===== src/rtl/wrap_pkg.sv =====
package wrap_pkg;
    localparam int DW     = 16;
    localparam int SFX_W  = 8;
    localparam int SEL_W  = 2;
    localparam int OP_LSB = SEL_W;
    localparam int OP_W   = 2;
    localparam int NSEL   = 1 << SEL_W;
    localparam int GRP_W  = 2;
    localparam int ADDR_W = GRP_W + SEL_W;

    localparam logic [GRP_W-1:0] GRP_PTR  = 2'd0;
    localparam logic [GRP_W-1:0] GRP_STEP = 2'd1;
    localparam logic [GRP_W-1:0] GRP_MASK = 2'd2;

    typedef enum logic [OP_W-1:0] {
        OP_NONE  = 2'b00,
        OP_DEC   = 2'b01,
        OP_INC   = 2'b10,
        OP_ADDIX = 2'b11
    } op_e;
endpackage


===== src/rtl/wrap_sfx_dec.sv =====
module wrap_sfx_dec
    import wrap_pkg::*;
(
    input  logic               sfx_valid,
    input  logic [SFX_W-1:0]   sfx,
    output op_e                op,
    output logic [SEL_W-1:0]   sel
);
    localparam int HI_LSB = OP_LSB + OP_W;

    logic hi_clear;

    always_comb begin
        hi_clear = (sfx[SFX_W-1:HI_LSB] == '0);
        sel      = sfx[SEL_W-1:0];
        if (sfx_valid && hi_clear)
            op = op_e'(sfx[OP_LSB +: OP_W]);
        else
            op = OP_NONE;
    end
endmodule


===== src/rtl/wrap_step.sv =====
module wrap_step
    import wrap_pkg::*;
#(
    parameter int W = DW
) (
    input  op_e          op,
    input  logic [W-1:0] ptr,
    input  logic [W-1:0] step,
    input  logic [W-1:0] mask,
    output logic [W-1:0] nxt
);
    localparam logic [W-1:0] ONE = W'(1);

    logic [W-1:0] dec_res;
    logic [W-1:0] addend;
    logic [W:0]   sum;
    logic [W:0]   carries;
    logic [W:0]   win;
    logic         over;
    logic [W-1:0] up_res;

    always_comb begin
        dec_res = ((ptr & mask) == '0) ? (ptr | mask) : (ptr - ONE);

        addend  = (op == OP_ADDIX) ? step : ONE;
        sum     = {1'b0, ptr} + {1'b0, addend};
        carries = sum ^ {1'b0, ptr} ^ {1'b0, addend};
        win     = {mask | ONE, 1'b0};
        over    = (carries & win) > {1'b0, mask};
        up_res  = over ? (sum[W-1:0] - mask - ONE) : sum[W-1:0];

        unique case (op)
            OP_DEC:  nxt = dec_res;
            OP_NONE: nxt = ptr;
            default: nxt = up_res;
        endcase
    end
endmodule


===== src/rtl/wrap_addr_unit.sv =====
module wrap_addr_unit
    import wrap_pkg::*;
(
    input  logic              clk,
    input  logic              rst_n,
    input  logic              reg_we,
    input  logic [ADDR_W-1:0] reg_waddr,
    input  logic [DW-1:0]     reg_wdata,
    input  logic [ADDR_W-1:0] reg_raddr,
    output logic [DW-1:0]     reg_rdata,
    input  logic              sfx_valid,
    input  logic [SFX_W-1:0]  sfx
);
    typedef logic [DW-1:0] word_t;
    typedef struct packed {
        word_t [NSEL-1:0] ptr;
        word_t [NSEL-1:0] step;
        word_t [NSEL-1:0] mask;
    } state_t;

    localparam state_t ST_RST = '{ptr: '0, step: '0, mask: '1};
    localparam word_t  ONE_W  = DW'(1);

    state_t st_d, st_q;
    op_e              upd_op;
    logic [SEL_W-1:0] upd_sel;
    word_t            upd_val;

    function automatic word_t pick(state_t s, logic [ADDR_W-1:0] a);
        logic [SEL_W-1:0] m;
        m = a[SEL_W-1:0];
        case (a[ADDR_W-1:SEL_W])
            GRP_PTR:  return s.ptr[m];
            GRP_STEP: return s.step[m];
            GRP_MASK: return s.mask[m];
            default:  return '0;
        endcase
    endfunction

    wrap_sfx_dec u_dec (
        .sfx_valid (sfx_valid),
        .sfx       (sfx),
        .op        (upd_op),
        .sel       (upd_sel)
    );

    wrap_step #(.W(DW)) u_step (
        .op   (upd_op),
        .ptr  (st_q.ptr[upd_sel]),
        .step (st_q.step[upd_sel]),
        .mask (st_q.mask[upd_sel]),
        .nxt  (upd_val)
    );

    always_comb begin
        st_d = st_q;
        if (upd_op != OP_NONE)
            st_d.ptr[upd_sel] = upd_val;
        if (reg_we) begin
            case (reg_waddr[ADDR_W-1:SEL_W])
                GRP_PTR:  st_d.ptr[reg_waddr[SEL_W-1:0]]  = reg_wdata;
                GRP_STEP: st_d.step[reg_waddr[SEL_W-1:0]] = reg_wdata;
                GRP_MASK: st_d.mask[reg_waddr[SEL_W-1:0]] = reg_wdata;
                default:  ;
            endcase
        end
    end

    always_ff @(posedge clk or negedge rst_n) begin
        if (!rst_n) st_q <= ST_RST;
        else        st_q <= st_d;
    end

    assign reg_rdata = pick(st_q, reg_raddr);

    // a write to a mapped address lands, whatever the suffix does
    a_r8_write_wins: assert property (@(posedge clk) disable iff (!rst_n)
        (reg_we && reg_waddr[ADDR_W-1:SEL_W] != 2'd3)
        |=> pick(st_q, $past(reg_waddr)) == $past(reg_wdata));

    // no write and no decoded suffix keeps all state
    a_r3_idle_hold: assert property (@(posedge clk) disable iff (!rst_n)
        (!reg_we && upd_op == OP_NONE) |=> $stable(st_q));

    // a modify alone touches no step or mask register
    a_r9_only_ptr: assert property (@(posedge clk) disable iff (!rst_n)
        (!reg_we && upd_op != OP_NONE) |=> ($stable(st_q.step) && $stable(st_q.mask)));

    // a zero mask pins the pointer on step down
    a_r4_zero_mask_hold: assert property (@(posedge clk) disable iff (!rst_n)
        (!reg_we && upd_op == OP_DEC && st_q.mask[upd_sel] == '0)
        |=> $stable(st_q.ptr));

    // all-ones mask makes step up a plain modulo add
    a_r7_full_mask_inc: assert property (@(posedge clk) disable iff (!rst_n)
        (!reg_we && upd_op == OP_INC && st_q.mask[upd_sel] == '1)
        |=> st_q.ptr[$past(upd_sel)] == $past(st_q.ptr[upd_sel]) + ONE_W);
endmodule


===== config.mk =====
export PLATFORM = sky130hd
export DESIGN_NAME = wrap_addr_unit
export DESIGN_NICKNAME = d
export VERILOG_FILES = /design/src/rtl/wrap_pkg.sv /design/src/rtl/wrap_sfx_dec.sv /design/src/rtl/wrap_step.sv /design/src/rtl/wrap_addr_unit.sv
export SDC_FILE = /design/constraint.sdc
export NUM_CORES = 1
export LEC_CHECK = 0
export BUFFER_PORTS_ARGS = -buffer_cell sky130_fd_sc_hd__clkbuf_2
export CAP_MARGIN = 10
export CORE_UTILIZATION = 60
export CTS_CLUSTER_DIAMETER = 50
export CTS_CLUSTER_SIZE = 20
export DETAILED_ROUTE_END_ITERATION = 16
export PLACE_DENSITY = 0.78
export SYNTH_ARGS = -nofsm -noshare
export SYNTH_HDL_FRONTEND = slang
export SYNTH_SLANG_ARGS = --single-unit

===== constraint.sdc =====
create_clock -name clk -period 8.7 [get_ports clk]
set_input_delay 1.305 -clock clk [delete_from_list [all_inputs] [get_ports clk]]
set_output_delay 1.305 -clock clk [all_outputs]
set_load 0.05 [all_outputs]

# ---- Yosys cells after proc, flatten, opt, wreduce, memory -nomap -nowiden
# Index checks and enable logic that the tools add are counted.
dict set report totals {
  register_bits 192
  inputBits 36
  output_inout_bits 16
  word_cells 75
}
dict set report op_classes {
  n_addsub 4
  n_lt_le_gt_ge 6
  eq_ne 6
  muxes 31
  bitwise_logic 5
  reduce_logical 11
}
# op count
set op_table {}
lappend op_table {{$bwmux W64} 4}
lappend op_table {{$mux W64} 4}
lappend op_table {{$bmux W16 S2} 6}
lappend op_table {{$mux W192} 1}
lappend op_table {{$mux W16} 11}
lappend op_table {{$demux W16 S2} 2}
lappend op_table {{$pmux W16 S3} 1}
lappend op_table {{$xor A17 B16 Y17} 2}
lappend op_table {{$pmux W16 S2} 1}
lappend op_table {{$sub A16 B1 Y16 const B} 2}
lappend op_table {{$add A16 B16 Y17} 1}
lappend op_table {{$and A17 B17 Y17} 1}
lappend op_table {{$gt A17 B16 Y1} 1}
lappend op_table {{$and A16 B16 Y16} 1}
lappend op_table {{$logic_not A16 Y1} 1}
lappend op_table {{$or A16 B16 Y16} 1}
lappend op_table {{$sub A16 B16 Y16} 1}
lappend op_table {{$lt A2 B3 Y1 const B} 3}
lappend op_table {{$eq A2 B1 Y1 const B} 3}
lappend op_table {{$eq A2 B2 Y1 const B} 3}
lappend op_table {{$logic_not A2 Y1} 3}
lappend op_table {{$ge A2 B1 Y1 const B} 2}
lappend op_table {{$logic_not A4 Y1} 1}
lappend op_table {{$reduce_and A2 Y1} 2}
lappend op_table {{other kinds (3)} 5}

# ---- Longest topological paths before layout
# Gate-level depths: netlist (run 1).
dict set report logic_depth {
  word_depth 17
  ltp_mapped 31
  mapped_depth_nobuf 26
}

# ---- Modules after synthesis
# From an unflattened synthesis (run 1), not the netlist that was laid out.
dict set report unflattened {
  cells_unflattened 1313
  hier_area_um2 14059.7
}
# module n_inst cells_per_inst area_each_um2
set modules_own_cells {}
lappend modules_own_cells {wrap_addr_unit 1 826 10752.8}
lappend modules_own_cells {wrap_step 1 480 3265.6}
lappend modules_own_cells {wrap_sfx_dec 1 7 41.3}

# ---- Worst setup path before layout (run 1)
# OpenSTA, ideal clock, no wires.
dict set report synth_path {
  path_kind {input port to flip-flop}
  start {input sfx[0]}
  end {register st_q[133] (netlist bit)}
  setup_ns 0.135
  t_arrival_ns 7.637
  setup_slack_ns 0.928
  cell_stages 28
  path_buffers 5
  path_cell_list {buf_6 buf_2 buf_1 clkbuf_1 mux4_2 nand2b_1 ha_1 fa_1 nand2_1 nor4b_1 a2111o_1 a31o_2 a41oi_1 xnor2_1 xnor2_1 nor2_1 ha_1 a21o_1 a21o_1 a221oi_1 o21ai_0 o21ai_0 nand2_1 o21ai_4 a21o_1 buf_6 mux2i_1 a21oi_1}
}
# element line_no
set synth_lines {}
lappend synth_lines {{start: declaration} wrap_addr_unit.sv:12} ;# input logic [SFX_W-1:0] sfx
lappend synth_lines {{end signal: assignment} wrap_addr_unit.sv:71} ;# else st_q <= st_d;
lappend synth_lines {{end: declaration} wrap_addr_unit.sv:24} ;# state_t st_d, st_q;

==> flow_summary.yaml, run 1 <==
floorplan:
  die_x_um: 153.0
  floorplan.core_area_um2: 22090
  die_area_um2: 23400
  initial_core_util_pct: 61.89
  rows: 54
  die_h_um: 153.0
  io_pins: 52
critical_path:
  worstSetupStartpoint: "sfx[0]"
  cells_along_the_critical_path: "buf_4 > buf_4 > mux4_2 > and2_1 > ha_1 > a21oi_1 > nor3b_1 > a21oi_1 > nand2b_1 > and3_1 > o41ai_1 > xnor2_1 > nor2_1 > ha_1 > and4_1 > a221oi_1 > o21ai_0 > o21ai_0 > nand2_1 > o21ai_4 > a21o_1 > mux2i_1 > a21oi_1"
  crit_path_end_kind: "register"
  timing.critical_path.arrival_ns: 7.98
  worstSetupPathType: "in2reg"
  crit_top_cell: "a21oi_1"
  worst_r2r_endpoint: "st_q[133]"
  cpMaxStageDelayCell: "mux4_2"
  worst-path-max-fanout: 25
  cp.required_ns: 8.99
  regToRegSetupSlack_ns: 2.09
  critical-path-max-stage-delay_ns: 0.66
  timing.critical_path.from_type: "input port"
  r2r_cells: 23
timing:
  tns_ns: 0
  setup_viol_count_final: 0
  slew_limit_fails: 0
  final_period_minus_worst_setup_slack_ns: 7.686
  finClkSkew_ns: 0.01217
  min_period_over_period_pct: 88.35
  report.final.hold_viol_count: 0
  hold_slack_ns: 0.5273
  relSlewSlack_pct: 21.89
  achievable-frequency_mhz: 130.1
  rsz0062_at_grt: "false"
  worst_margin_pin_slew_ns: 1.163
clock_network:
  insertion_delay_ns: 0.44
  tritoncts.num_buffers: 17
  clock_root_buffer: "clkbuf_16"
  hold_buffers: 0
  tritoncts: "done"
  depth_of_the_cts_h_tree: 4
  post-cts-setup-buffer-count: 0
  cts_resized: 0
  path_clk_slew_ns: 0.07
  cts_sinks: 192
  ctsLongestPathBuffers: 2
pwr:
  p_leak_nw: 5.919
  power.density_nw_per_um2: 266.4
  irDropWorstVdd_v: 0.0001829
drt:
  num_vias: 11030
  wirelength_um: 39080
  ant_nets: 0
  routedWlPerCell_um: 25.95
  via_count_normalized_by_instance_count: 7.325
  route.detailed.drc: 0
  initialDrtViolationCount: 1390
  drt_pre_antenna_iters: 8
global_routing:
  grt_max_degree: 110
  global_route.overflow_total: 0
  global_route_wire_length_before_repair_um: 61790
  initial_antenna_violation_count: 1
  grt_pass1_vias: 10890
  globalRouteTotalUtil_pct: 34.47
worst_hold_path:
  hold-path-cell-count: 1
  hold_path.class: "reg2reg"
yosys:
  post-synth-top-count-cell: "mux2_2"
  yosysTopAreaCell: "dfrtp_1"
  yosys_warnings: 0
  synth-edff-count: 0
  yosys-top-cells-area: "dfrtp_1 (23%), mux4_2 (16%), dfstp_2 (12%)"
  synth_cells: 1214
  post_synth_most_frequent_cells: "mux2_2 (130), dfrtp_1 (128), mux4_2 (95)"
  synthFlopType: "dfrtp_1"
  syn-mean-instance-area_um2: 11.26
  yosys.area.top_type_share_pct: 23.43
  netlist-cell-type-count: 73
  part_of_the_yosys_area_used_for_sequential_elements_pct: 35.72
  synth_nets: 1298
  synth-async-reset-ratio_pct: 100.0
  netlist_area_um2: 13670
  postSynthRegisterBits: 192
placement:
  number_of_buffers_inserted_by_port_buffering: 51
  place_congestion: 1.021
  detailed_place_hpwl_um: 27530
cells_and_area:
  area.growth.synth_to_final_pct: 6.954
  drive_above_1_share_pct: 34.53
  design.final.nets: 1296
run:
  max-cap-violations: 0
status:
  run_status: "finished, final reports clean"
==> where the power goes <==
part | switching [mW] | internal, mW
clock network | 0.347 | 0.407
registers | 0.175 | 1.16
logic | 1.03 | 0.769
==> stage by stage <==
stage                     util (%)  std cells  cell area (um^2)  power, mW  worst slack, ns
after floorplan                  -       1214             13670      2.641           0.9283
after global placement       63.65       1473             14060      3.029           0.8863
after detailed placement     63.65       1473             14060      3.081           0.6892
after CTS                    66.18       1505             14620      3.848            1.086
after global routing         66.18       1505             14620      4.095           0.5397
final                        66.19       1506             14620      3.896            1.014
==> cell usage in the layout (no fill, tap or decap), drive strengths merged, types with 12 or more instances in the layout <==
master,synthesis,final
inv,50,53
nand2b,12,12
dfstp,64,64
ha,46,46
xor2,19,19
buf,29,25
mux2i,23,23
o22ai,69,69
a22oi,19,19
xnor2,36,36
dfrtp,128,128
mux2,130,130
nor2,64,64
and2,21,21
nor3,19,19
a21oi,94,94
mux4,95,95
o21ai,29,29
a311oi,13,13
clkbuf,65,70
a21o,18,18
nand2,38,38
==> worst max path at each step <==
stage / endpoint / slack [ns] / cells past startpoint
floorplan: st_q[133] / 0.93 / 28
global placement: st_q[133] / 0.89 / 23
detailed placement: st_q[133] / 0.69 / 23
CTS: st_q[133] / 1.09 / 23
global route: st_q[165] / 0.54 / 23
finish: st_q[133] / 1.01 / 23
==> kinds of logic (layout without fill, tap and decap cells) <==
family,after synthesis,in the layout,synth area share [%]
AOI/OAI and AO/OA,311,311,15.63
xor gates and xnor gates,55,55,3.578
adders and majority gates,48,48,4.502
buffers and inverters,144,155,4.347
DFF,192,192,35.72
muxes,248,248,28.04
other,0,1,0
and+or+nand+nor,216,216,8.181
==> layer usage <==
metal / track usage (%) / up-vias / routed length, um / part of all wire, %
met5: 0 / - / 0 / 0
met4: 13.28 / 0 / 1230 / 3.1
met3: 9.697 / 130 / 4611 / 12
met2: 53.89 / 722 / 18150 / 46
met1: 45.88 / 5518 / 15080 / 39
li1: - / 4661 / - / -
==> layout make-up <==
class / count / area [um^2]
diodes: 1 / 2.502
clock buffers: 22 / 454.2
clock inverters: 10 / 103.9
fillers: 1614 / 7470
inverters: 50 / 187.7
multi-input cells: 878 / 8209
flip-flops and latches: 192 / 4885
well taps: 280 / 350.3
repair buffers: 73 / 431.7
==> critical path, delay by kind of cell <==
| family | cells | cell delay [ns] |
|---|---|---|
| muxes | 2 | 1.13 |
| AOI/OAI and AO/OA | 9 | 2.74 |
| adders and majority gates | 2 | 0.50 |
| and+or+nand+nor | 7 | 1.23 |
| xor gates and xnor gates | 1 | 0.18 |
| buffers and inverters | 2 | 0.85 |
No activity file was read; power rests on OpenSTA's default activity.
==> run 2: changes to the inputs <==
CORE_ASPECT_RATIO = 2   (was default)
CORE_UTILIZATION = 57   (was 60)
PLACE_DENSITY = default   (was 0.78)
PLACE_DENSITY_LB_ADDON = 0.08   (was default)
clock period = 6.4 ns   (was 8.7 ns; I/O delays follow)
==> run 2 against run 1 <==
The flow now finishes with violations (design-rule violations). Largest power group unchanged. Largest cell class unchanged. Critical path depth is 4 higher. Clock power grew 50%. Combinational power is 59% higher. Highest routed layer is now met5. Clock-buffer cell count is 2 lower. First-iteration DRC count decreased by 43%. Setup slack worse by 0.80 ns. Total power is 49% higher. Register-to-register slack got worse by 1.6 ns. Hold slack gained 0.0012 ns. Critical endpoint is now st_q[139]. Wire length rose by 9.7%.
==> flow_summary.yaml, run 2 (synthesis gave the netlist of run 1 again) <==
critical_path:
  crit_top_cell: "buf_4"
  worstSetupPathType: "in2reg"
  timing.critical_path.arrival_ns: 6.54
  worst-path-max-fanout: 10
  cp.required_ns: 6.75
  critical-path-max-stage-delay_ns: 0.52
  cpMaxStageDelayCell: "mux4_2"
  timing.critical_path.from_type: "input port"
  crit_path_end_kind: "register"
floorplan:
  die_area_um2: 24650
  initial_core_util_pct: 58.37
  io_pins: 52
  floorplan.core_area_um2: 23430
  rows: 79
  die_h_um: 221.0
  die_x_um: 111.5
global_routing:
  initial_antenna_violation_count: 1
  grt_pass1_vias: 11910
  globalRouteTotalUtil_pct: 35.79
  global_route_wire_length_before_repair_um: 66100
  global_route.overflow_total: 0
  grt_max_degree: 81
drt:
  route.detailed.drc: 1
  via_count_normalized_by_instance_count: 6.961
  routedWlPerCell_um: 26.47
  num_vias: 11280
  wirelength_um: 42890
  initialDrtViolationCount: 799
  drt_pre_antenna_iters: 12
  ant_nets: 0
timing:
  slew_limit_fails: 0
  setup_viol_count_final: 0
  hold_slack_ns: 0.5285
  min_period_over_period_pct: 96.62
  achievable-frequency_mhz: 161.7
  relSlewSlack_pct: 22.40
  finClkSkew_ns: 0.01331
  rsz0062_at_grt: "false"
  final_period_minus_worst_setup_slack_ns: 6.184
  worst_margin_pin_slew_ns: 1.163
  report.final.hold_viol_count: 0
cells_and_area:
  area.growth.synth_to_final_pct: 15.35
  final_cell_mix: "mux2_2 (130), buf_4 (130), dfrtp_1 (128)"
  drive_above_1_share_pct: 41.74
  area_occupied_by_multi_input_gates_um2: 8382
  design.final.nets: 1408
  insertedDiodeCount: 0
  final-instance-count-excl-fill: 1620
  n_fill_cell: 1805
  ff_latch_area_um2: 4885
clock_network:
  cts_sinks: 192
  ctsLongestPathBuffers: 2
  cts_resized: 0
  post-cts-setup-buffer-count: 0
  hold_buffers: 0
  insertion_delay_ns: 0.45
  depth_of_the_cts_h_tree: 4
  tritoncts: "done"
  path_clk_slew_ns: 0.08
  tritoncts.num_buffers: 17
  clock_root_buffer: "clkbuf_16"
pwr:
  p_leak_nw: 6.554
  irDropWorstVdd_v: 0.0002801
  power.density_nw_per_um2: 367.8
  pwr_total_mw: 5.802
placement:
  placed_cells_incl_taps: 1588
  detailed_place_hpwl_um: 32450
  place_congestion: 1.011
  number_of_buffers_inserted_by_port_buffering: 51
status:
  run_status: "finished, violations left"
  violations: "design-rule violations"
worst_hold_path:
  hold_path.class: "reg2reg"
run:
  max-cap-violations: 0
[run 2: changes by cell type in the layout (fill, tap and decap cells not counted), moves of 4 or more]
cell,before,now
a2111oi_0,9,3
a311oi_4,0,4
buf_12,0,5
buf_4,24,130
clkbuf_1,4,0
nor2_1,64,59
nor2_2,0,5
[run 2: metal layers]
metal  part of all wire [%]  vias to the layer above  track usage [%]  wire length, um
li1                       -                     4875                -                -
met1                     35                     5668            38.72            14810
met2                     53                      529            64.05            22740
met3                    5.7                      203            5.314             2436
met4                    6.7                        2            24.06             2880
met5                  0.042                        -                0               18
[run 2: final cells by class]
class / count / area share [%]
sequential: 192 / 30.97
tap: 283 / 2.245
clock inverter: 12 / 0.9916
inverter: 50 / 1.190
clock buffer: 20 / 2.959
multi-input combinational: 878 / 53.14
timing repair buffer: 185 / 8.504
[run 2: critical path, delay by kind of cell]
family          cells  cell delay [ns]
xor+xnor            2             0.30
fa+ha+maj           3             0.99
buf+inv             4             0.69
compound gates     12             2.66
simple gates        5             0.41
mux                 1             0.52
[run 2: final timing paths]
kind / depth (start not counted) / startpoint / endpoint / slack, ns
min in group asynchronous: 1 / rst_n / st_q[170] / 0.54
max: 27 / sfx[0] / st_q[139] / 0.22
max reg2reg: 27 / register / st_q[139] / 0.52
min reg2reg: 1 / register / register / 0.53
max in group asynchronous: 2 / rst_n / async pin / 4.55
min: 1 / register / register / 0.53
[run 2: report_power, final]
group	internal (mW)	leakage, nW	total [mW]	switching (mW)
Sequential	1.58	2.20	1.82	0.234
Combinational	1.33	4.06	2.86	1.53
Clock	0.648	0.302	1.13	0.478
Total	3.56	6.55	5.80	2.24
[run 2: per-stage QoR]
stage / setup WS, ns / util [%] / cell area [um^2] / TNS, ns
floorplan: 0.03617 / - / 13800 / 0
global placement: -0.1553 / 64.27 / 15060 / -4.372
detailed placement: -0.2955 / 64.27 / 15060 / -9.038
CTS: 0.1674 / 66.93 / 15680 / 0
global route: 0.01725 / 67.33 / 15770 / 0
finish: 0.2160 / 67.33 / 15770 / 0
